===== src/rtl/tune_pkg.sv =====
package tune_pkg;
  typedef enum logic [2:0] {
    ST_IDLE, ST_PROG, ST_TEST, ST_FINAL, ST_PRESET
  } tune_state_e;

  // Window length as the span end minus start.
  function automatic int unsigned win_len(input int unsigned s, input int unsigned e);
    return e - s;
  endfunction

  // Centre of a window, rounded down.
  function automatic int unsigned mid_code(input int unsigned s, input int unsigned e);
    return (s + e) >> 1;
  endfunction
endpackage


===== src/rtl/tune_window_tracker.sv =====
module tune_window_tracker #(
  parameter int CODE_W    = 7,
  parameter int LAST_CODE = 127
) (
  input  logic              clk,
  input  logic              rst_n,
  input  logic              clear,
  input  logic              step,
  input  logic              pass,
  input  logic [CODE_W-1:0] code,
  output logic [CODE_W-1:0] best_start,
  output logic [CODE_W-1:0] best_end,
  output logic [CODE_W-1:0] best_code,
  output logic              found
);
  import tune_pkg::*;

  logic              open_q;
  logic [CODE_W-1:0] cur_start_q;
  logic [CODE_W-1:0] best_len_q;
  logic              close_now;
  logic [CODE_W-1:0] cand_s, cand_e;
  logic              better;

  always_comb begin
    close_now = step && ((!pass && open_q) || (pass && code == CODE_W'(LAST_CODE)));
    cand_s    = (pass && !open_q) ? code : cur_start_q;
    cand_e    = pass ? code : code - 1'b1;
    better    = close_now && (win_len(cand_s, cand_e) > int'(best_len_q));
  end

  always_ff @(posedge clk or negedge rst_n) begin
    if (!rst_n) begin
      open_q <= 1'b0; cur_start_q <= '0; best_len_q <= '0;
      best_start <= '0; best_end <= '0; best_code <= '0; found <= 1'b0;
    end else if (clear) begin
      open_q <= 1'b0; cur_start_q <= '0; best_len_q <= '0;
      best_start <= '0; best_end <= '0; best_code <= '0; found <= 1'b0;
    end else if (step) begin
      if (pass && !open_q) begin
        open_q      <= 1'b1;
        cur_start_q <= code;
      end else if (!pass) begin
        open_q <= 1'b0;
      end
      if (better) begin
        best_start <= cand_s;
        best_end   <= cand_e;
        best_len_q <= CODE_W'(win_len(cand_s, cand_e));
        best_code  <= CODE_W'(mid_code(cand_s, cand_e));
        found      <= 1'b1;
      end
    end
  end
endmodule


===== src/rtl/tune_sequencer.sv =====
module tune_sequencer #(
  parameter int CODE_W      = 7,
  parameter int FIRST_CODE  = 1,
  parameter int LAST_CODE   = 127,
  parameter int PRESET_CODE = 32
) (
  input  logic              clk,
  input  logic              rst_n,
  input  logic              start_tune,
  input  logic              start_preset,
  input  logic              dly_ack,
  input  logic              dly_err,
  input  logic              test_ack,
  input  logic              test_fail,
  input  logic [CODE_W-1:0] chosen_code,
  output logic              dly_req,
  output logic              dly_sel,
  output logic [CODE_W-1:0] dly_code,
  output logic              test_req,
  output logic              step_valid,
  output logic              step_pass,
  output logic [CODE_W-1:0] step_code,
  output logic              clear,
  output logic              busy,
  output logic              done,
  output logic              err,
  output logic              have_result
);
  import tune_pkg::*;

  tune_state_e       state_q;
  logic [CODE_W-1:0] code_q;
  logic              last_code;

  always_comb begin
    last_code  = (code_q == CODE_W'(LAST_CODE));
    busy       = (state_q != ST_IDLE);
    dly_req    = (state_q == ST_PROG) || (state_q == ST_FINAL) || (state_q == ST_PRESET);
    test_req   = (state_q == ST_TEST);
    dly_sel    = (state_q == ST_PRESET);
    case (state_q)
      ST_FINAL:  dly_code = chosen_code;
      ST_PRESET: dly_code = CODE_W'(PRESET_CODE);
      default:   dly_code = code_q;
    endcase
    step_valid = ((state_q == ST_PROG) && dly_ack && dly_err) ||
                 ((state_q == ST_TEST) && test_ack);
    step_pass  = (state_q == ST_TEST) && !test_fail;
    step_code  = code_q;
    clear      = (state_q == ST_IDLE) && start_tune;
  end

  always_ff @(posedge clk or negedge rst_n) begin
    if (!rst_n) begin
      state_q <= ST_IDLE; code_q <= '0; done <= 1'b0; err <= 1'b0; have_result <= 1'b0;
    end else begin
      done <= 1'b0;
      case (state_q)
        ST_IDLE: begin
          if (start_tune) begin
            state_q     <= ST_PROG;
            code_q      <= CODE_W'(FIRST_CODE);
            err         <= 1'b0;
            have_result <= 1'b0;
          end else if (start_preset) begin
            state_q <= ST_PRESET;
            err     <= 1'b0;
          end
        end
        ST_PROG: begin
          if (dly_ack) begin
            if (!dly_err)       state_q <= ST_TEST;
            else if (last_code) state_q <= ST_FINAL;
            else                code_q  <= code_q + 1'b1;
          end
        end
        ST_TEST: begin
          if (test_ack) begin
            if (last_code) state_q <= ST_FINAL;
            else begin
              state_q <= ST_PROG;
              code_q  <= code_q + 1'b1;
            end
          end
        end
        ST_FINAL: begin
          if (dly_ack) begin
            state_q     <= ST_IDLE;
            done        <= 1'b1;
            err         <= dly_err;
            have_result <= 1'b1;
          end
        end
        ST_PRESET: begin
          if (dly_ack) begin
            state_q <= ST_IDLE;
            done    <= 1'b1;
            err     <= dly_err;
          end
        end
        default: state_q <= ST_IDLE;
      endcase
    end
  end
endmodule


===== src/rtl/tune_window_engine.sv =====
module tune_window_engine #(
  parameter int CODE_W      = 7,
  parameter int FIRST_CODE  = 1,
  parameter int LAST_CODE   = 127,
  parameter int PRESET_CODE = 32
) (
  input  logic              clk,
  input  logic              rst_n,
  input  logic              start_tune,
  input  logic              start_preset,
  output logic              dly_req,
  output logic              dly_sel,
  output logic [CODE_W-1:0] dly_code,
  input  logic              dly_ack,
  input  logic              dly_err,
  output logic              test_req,
  input  logic              test_ack,
  input  logic              test_fail,
  output logic              busy,
  output logic              done,
  output logic              err,
  output logic              no_window,
  output logic [CODE_W-1:0] best_code,
  output logic [CODE_W-1:0] best_start,
  output logic [CODE_W-1:0] best_end
);
  // Internal events, named for the checker.
  logic              step_valid;
  logic              step_pass;
  logic [CODE_W-1:0] step_code;
  logic              clear;
  logic              found;
  logic              have_result;

  tune_sequencer #(
    .CODE_W(CODE_W), .FIRST_CODE(FIRST_CODE),
    .LAST_CODE(LAST_CODE), .PRESET_CODE(PRESET_CODE)
  ) u_seq (
    .clk(clk), .rst_n(rst_n), .start_tune(start_tune), .start_preset(start_preset),
    .dly_ack(dly_ack), .dly_err(dly_err), .test_ack(test_ack), .test_fail(test_fail),
    .chosen_code(best_code), .dly_req(dly_req), .dly_sel(dly_sel), .dly_code(dly_code),
    .test_req(test_req), .step_valid(step_valid), .step_pass(step_pass),
    .step_code(step_code), .clear(clear), .busy(busy), .done(done), .err(err),
    .have_result(have_result)
  );

  tune_window_tracker #(.CODE_W(CODE_W), .LAST_CODE(LAST_CODE)) u_trk (
    .clk(clk), .rst_n(rst_n), .clear(clear), .step(step_valid), .pass(step_pass),
    .code(step_code), .best_start(best_start), .best_end(best_end),
    .best_code(best_code), .found(found)
  );

  assign no_window = have_result && !found;
endmodule


===== config.mk =====
export PLATFORM = sky130hd
export DESIGN_NAME = tune_window_engine
export DESIGN_NICKNAME = d
export VERILOG_FILES = /design/src/rtl/tune_pkg.sv /design/src/rtl/tune_window_tracker.sv /design/src/rtl/tune_sequencer.sv /design/src/rtl/tune_window_engine.sv
export SDC_FILE = /design/constraint.sdc
export NUM_CORES = 1
export LEC_CHECK = 0
export BUFFER_PORTS_ARGS = -buffer_cell sky130_fd_sc_hd__buf_2
export CAP_MARGIN = 10
export CELL_PAD_IN_SITES_DETAIL_PLACEMENT = 0
export CELL_PAD_IN_SITES_GLOBAL_PLACEMENT = 2
export CORE_UTILIZATION = 32
export DETAILED_ROUTE_END_ITERATION = 10
export PLACE_DENSITY = 0.85
export SETUP_SLACK_MARGIN = 0.02
export SLEW_MARGIN = 10
export SYNTH_ARGS = -nofsm -noshare
export SYNTH_HDL_FRONTEND = slang
export SYNTH_SLANG_ARGS = --single-unit

===== constraint.sdc =====
create_clock -name clk -period 4.71 [get_ports clk]
set_clock_uncertainty 0.2 [all_clocks]
set_input_delay 0.2355 -clock clk [delete_from_list [all_inputs] [get_ports clk]]
set_output_delay 0.2355 -clock clk [all_outputs]
set_load 0.1 [all_outputs]

# After elaboration in Yosys (flattened, before gate mapping)
# Index checks and enable logic that the tools add are counted.
# totals
input_bits,8
elab_cells,112
out_inout_bits,35
reg_bits,50
# classes
n_eq_ne,14
n_reduce_logical,33
mux,48
addsub,4
magnitude_cmp,1
# ops
cell,count
$mux W7,21
$gt A32 B7 Y1,1
$mux W3,7
$pmux W7 S3,1
$mux W1,14
$pmux W7 S2,1
$pmux W3 S4,1
$logic_and A1 B1 Y1,11
$reduce_and A5 Y1,2
$add A7 B7 Y8,1
$ne A2 B2 Y1 const B,4
$reduce_bool A2 Y1,4
$sub A7 B7 Y8,1
$add A7 B1 Y7 const B,1
$eq A7 B7 Y1 const B,1
$sub A7 B1 Y7 const B,1
$eq A3 B2 Y1 const B,2
$ne A3 B3 Y1 const B,2
$reduce_and A3 Y1,2
$reduce_bool A3 Y1,2
$logic_not A1 Y1,4
$logic_or A1 B1 Y1,4
$ne A2 B1 Y1 const B,2
$pmux W1 S2,2
7 further kinds,8

# Depth between registers and ports, before layout
# depth
depth_word,10
mapped_depth,23

# Hierarchy
# From an unflattened synthesis, not the netlist that was laid out.
# unflattened
hier_cells,441
hier_area_um2,3911.3
# modules_own_cells
mod,n_inst,cells_each,area_per_inst_um2
tune_window_tracker,1,303,2806.4
tune_sequencer,1,137,1091.0
tune_window_engine,1,1,13.8

# Worst setup path before layout
# OpenSTA, ideal clock, no wires.
# synth_timing
path_type,reg-to-reg
start,register u_seq.state_q[2]
end,register u_trk.best_len_q[1]
stages_incl_launch_ff,20
arrival_time_ns,4.643
path_buffers,2
setup_slack_ns,-0.258
synth_period_minus_slack_ns,4.968
setup_time_ns,0.125
t_required_ns,4.385
path_cell_list,dfrtp_1 -> nand2b_1 -> or3_1 -> buf_2 -> nor2_2 -> mux2i_1 -> inv_1 -> ha_1 -> or2_1 -> a221oi_1 -> nor2_1 -> o21ai_0 -> xnor2_1 -> ha_1 -> and4_1 -> a2111oi_0 -> nor2_1 -> o211ai_1 -> buf_4 -> mux2_4
# synth_via
elab_chain_cells,9
word_cells_on_any_way,26
classes_between,1 x add/sub; 1 x order compare; 2 x eq/ne; 5 x mux; 17 x reduce/logical
# synth_rtl
element,line,rtl
"start, declared",tune_sequencer.sv:31,tune_state_e state_q;
"start signal, assigned",tune_sequencer.sv:55,state_q <= ST_IDLE; code_q <= '0; done <= 1'b0; err <= 1'b0; have_result <= 1'b0;
"start signal, assigned",tune_sequencer.sv:61,state_q <= ST_PROG;
"start signal, assigned",tune_sequencer.sv:66,state_q <= ST_PRESET;
$eq A3 B2 Y1,"tune_sequencer.sv:47, tune_sequencer.sv:48",
$logic_and A1 B1 Y1,tune_sequencer.sv:48,step_pass = (state_q == ST_TEST) && !test_fail;
$logic_and A1 B1 Y1 or $logic_not A1 Y1 (tied branches),-,
$mux W7 or $logic_and A1 B1 Y1 (tied branches),-,
$sub A7 B7 Y8 or $logic_or A1 B1 Y1 (tied branches),"tune_pkg.sv:8, tune_window_tracker.sv:26",
$gt A32 B7 Y1 or $logic_and A1 B1 Y1 (tied branches),"tune_window_tracker.sv:29, tune_window_tracker.sv:26",
$logic_and A1 B1 Y1,tune_window_tracker.sv:29,"better = close_now && (win_len(cand_s, cand_e) > int'(best_len_q));"
$reduce_bool A2 Y1 (no line),-,
$reduce_and A2 Y1 (no line),-,
"end signal, assigned",tune_window_tracker.sv:49,"best_len_q <= CODE_W'(win_len(cand_s, cand_e));"
"end, declared",tune_window_tracker.sv:20,logic [CODE_W-1:0] best_len_q;
# Parallel ways exist; a longest one is shown, timed or not. The select of a mux whose other input is x is not followed.
# A chain may end at the register's enable or synchronous reset.

# Worst setup path in the final report
# layout_timing
start,register u_seq.state_q[2]
end,register u_trk.best_end[4]
# layout_via
elab_chain_cells,9
word_cells_on_any_way,26
classes_between,1 x add/sub; 1 x order compare; 2 x eq/ne; 5 x mux; 17 x reduce/logical
# layout_rtl
element,line,rtl
$eq A3 B2 Y1,"tune_sequencer.sv:47, tune_sequencer.sv:48",
$logic_and A1 B1 Y1,tune_sequencer.sv:48,
$logic_and A1 B1 Y1 or $logic_not A1 Y1 (tied branches),-,
$mux W7 or $logic_and A1 B1 Y1 (tied branches),-,
$sub A7 B7 Y8 or $logic_or A1 B1 Y1 (tied branches),"tune_pkg.sv:8, tune_window_tracker.sv:26",
$gt A32 B7 Y1 or $logic_and A1 B1 Y1 (tied branches),"tune_window_tracker.sv:29, tune_window_tracker.sv:26",
$logic_and A1 B1 Y1,tune_window_tracker.sv:29,
$reduce_bool A2 Y1 (no line),-,
$reduce_and A2 Y1 (no line),-,
"end signal, assigned",tune_window_tracker.sv:48,best_end <= cand_e;
"end, declared",tune_window_tracker.sv:12,"output logic [CODE_W-1:0] best_end,"
# Parallel ways exist; a longest one is shown, timed or not. The select of a mux whose other input is x is not followed.

==> impl_metrics.toml <==
[run_status]
status = "completed"

[timing]
clock.fmax_ghz = 0.217
worst-slew-pin-transition_ns = 0.891
hold_viol_final = 0
rsz0062_at_grt = "true"
setup_viol_count_final = 0
fin_crit_ns = 4.61
slew_headroom = 0.404
hold-worst-slack_ns = 0.00631
fin_crit_sh = 0.980
final-max-slew-violation-count = 0

[worst_setup_path]
cp.depth = 21
startpoint_type = "register"
cp.arrival_ns = 4.61
required_ns = 4.70
critical_path_class = "register to register"
endpoint_kind = "register"
ff2ff_path_depth = 21
path_delay_family = "simple AND/OR/NAND/NOR gates"
worstPathCellList = "nand2b_4 -> or3_4 -> nor2_4 -> mux2i_1 -> inv_1 -> ha_2 -> inv_1 -> fa_1 -> nor2b_2 -> nor2_1 -> nor2_1 -> nor2_1 -> xnor2_1 -> ha_1 -> and4_4 -> a2111oi_4 -> nor2_1 -> o211ai_1 -> buf_4 -> buf_12 -> mux2_1"
crit_top_cell = "nor2_1"
cp_max_fo = 9
slowest_stage = "dfrtp_1"
cpPeakStageDelay_ns = 0.39
critical_path_buf_inv_count = 4

[clock_network]
clock_sinks = 50
cts_buffer_depth = 2
insertion_delay_ns = 0.31
cts.reportedPaths.clkPinSlew_ns = 0.09
htree_num_levels = 2
cts_tree = "yes"
cts-root-buf = "clkbuf_8"
cts-buffers-inserted = 5

[synth]
synth_common_cells = "52 x nand2_1, 50 x dfrtp_1, 33 x nor2_1"
synth.avg_cell_area_um2 = 9.02
ys_types = 50
synth_area_leader_cell = "dfrtp_1"
synth_edf_count = 0
async_flop_share = 1.00
syn_area_um2 = 3370
synthMostInstantiatedCell = "nand2_1"
synth_top_area_share = 0.372
seq_area_frac_synth = 0.372
synth_warnings = 0
synthFlopType = "dfrtp_1"
ys_ff_latch = 50
synth_cells = 373
syn_nets = 406
synth.area.top_cells = "dfrtp_1 37%, mux2i_1 8.9%, ha_1 8.6%, nand2_1 5.8%, nor2_1 3.7%"

[detailed_routing]
vias = 2900
drc = 0
ant_nets = 0
vias_per_cell = 5.00
drt-initial-drc-count = 119
post_drt_wl_per_cell_um = 15.5
dr.pass1.iters = 6
routed_wl_mm = 9.00

[flow_run]
maxCapViolCount = 0

[global_routing]
grt_max_degree = 51
antenna_found_initial = 0
grt_pass1_wl_mm = 14.7
grt_overflow = 0
track_usage = 0.168
grt_pass1_vias = 2882

[die]
core_area_um2 = 10300
boundaryPins = 43
start_util = 0.327
dieArea_um2 = 10900
rows = 37
dieHeight_um = 105
die_w_um = 105

[cells_and_area]
n_fill_cell = 1046
multi_input_area_um2 = 2040
ff_latch_area_um2 = 1250
syn2layout_area_growth_pct = 27.0
antenna_cells = 0
nets = 477
drive_gt1_frac = 0.266

[pwr]
p_total_mw = 3.10
comb_power_share = 0.725
vdd_ir_drop_max_uv = 651
p_switching_mw = 1.65
p_int_mw = 1.45
pwr-share-seq = 0.170
swShare = 0.533
p_per_area_nw_per_um2 = 725
p_leak_nw = 2.19
p_clk_frac = 0.105

[hold_path]
min_delay_path_depth = 3
hp-class = "input port to register"

[place]
gp_congestion = 0.808
numPortBuffers = 42
dpl.hpwl_mm = 6.31
-- power groups by stage --
stage                     registers, mW  clock network (mW)  logic [mW]
final                             0.528               0.324        2.25
after global routing              0.537               0.348        2.45
after CTS                         0.524               0.329        2.02
after detailed placement          0.531                   0        1.92
after global placement            0.530                   0        1.91
after floorplan                   0.602                   0        1.39
-- kinds of logic (layout without fill, tap and decap cells) --
group / Yosys count / count (layout) / share of synthesized area
and+or+nand+nor: 123 / 123 / 0.163
AOI/OAI and AO/OA: 64 / 64 / 0.123
DFF: 50 / 50 / 0.372
buffers and inverters: 49 / 120 / 0.0606
muxes: 42 / 42 / 0.133
adders and majority gates: 25 / 25 / 0.0974
xor gates and xnor gates: 20 / 20 / 0.0520
-- tightest hold or removal path: stages --
cell and delay [ns]:
buf_2 0.09, a21oi_1 0.06, nor2_1 0.08
-- worst paths after layout --
path,slack [ns],start,to
min in group asynchronous,0.38,rst_n,u_seq.err
max in group asynchronous,3.49,rst_n,u_trk.best_end[4]
worst min register to register,0.30,u_trk.found,u_trk.found
worst min-delay path,0.006,start_preset,u_seq.state_q[2]
worst max register to register,0.1,u_seq.state_q[2],u_trk.best_end[4]
worst max-delay path,0.1,u_seq.state_q[2],u_trk.best_end[4]
-- through the flow --
stage | std cells | util | area (um2) | worst slack, ns | setup TNS [ns]
floorplan | 373 | - | 3380 | 0.0337 | 0
global placement | 558 | 0.378 | 3880 | 0.0564 | 0
detailed placement | 558 | 0.378 | 3880 | -0.00868 | -0.00904
CTS | 572 | 0.399 | 4110 | 0.0382 | 0
global route | 580 | 0.416 | 4270 | -0.146 | -2.93
finish | 580 | 0.416 | 4270 | 0.0958 | 0
-- flip-flops by register name, indices dropped and copies added (netlist names), 3 cells and up --
name / flops
u_trk.best_end: 7
u_trk.best_len_q: 7
u_trk.best_code: 7
u_seq.state_q: 3
u_trk.cur_start_q: 7
u_seq.step_code: 7
u_trk.best_start: 7
-- cells in the final DEF (no fill, tap or decap), types with 3 or more instances in the layout --
cell type  instances
mux2_4             7
dfrtp_1           50
buf_2             42
nand3_1            3
inv_2              3
a21oi_1           16
o22ai_1            6
o31ai_1            3
nor2_1            33
ha_1              20
mux2i_1           27
buf_6              3
buf_12             3
buf_4             32
o21ai_1            3
xor2_1             7
nor3_1             6
nand2_1           52
nand4_1            5
mux2_1             5
xnor2_1           13
clkbuf_8           6
nand2b_1           3
o211ai_1           3
and2_1             6
nor2b_1            3
o21ai_0           12
inv_1             27
o21bai_1           3
-- layer usage --
layer | vias to the layer above | track usage | wire (um)
li1 | 1403 | - | -
met1 | 1432 | 0.235 | 4360
met2 | 57 | 0.271 | 4250
met3 | 8 | 0.0212 | 283
met4 | 0 | 0.0459 | 98
met5 | - | 0 | 0
-- cell type report --
cell class	count	share of cell area
sequential	50	0.293
timing repair buffer	83	0.138
inverter	30	0.0263
multi-input combinational	274	0.477
clock inverter	1	0.00703
tap	136	0.0398
clock buffer	6	0.0193
-- what timing repair did --
item                                    in CTS  in global routing
gates cloned                                 0                  1
endpoints found under the hold margin       51                  0
setup buffers                                5                  7
pin swaps                                    9                 11
hold buffers                                 2                  0
resized for setup                           11                 21
endpoints found under the setup margin      22                 29
(Power assumes the default switching activity.)
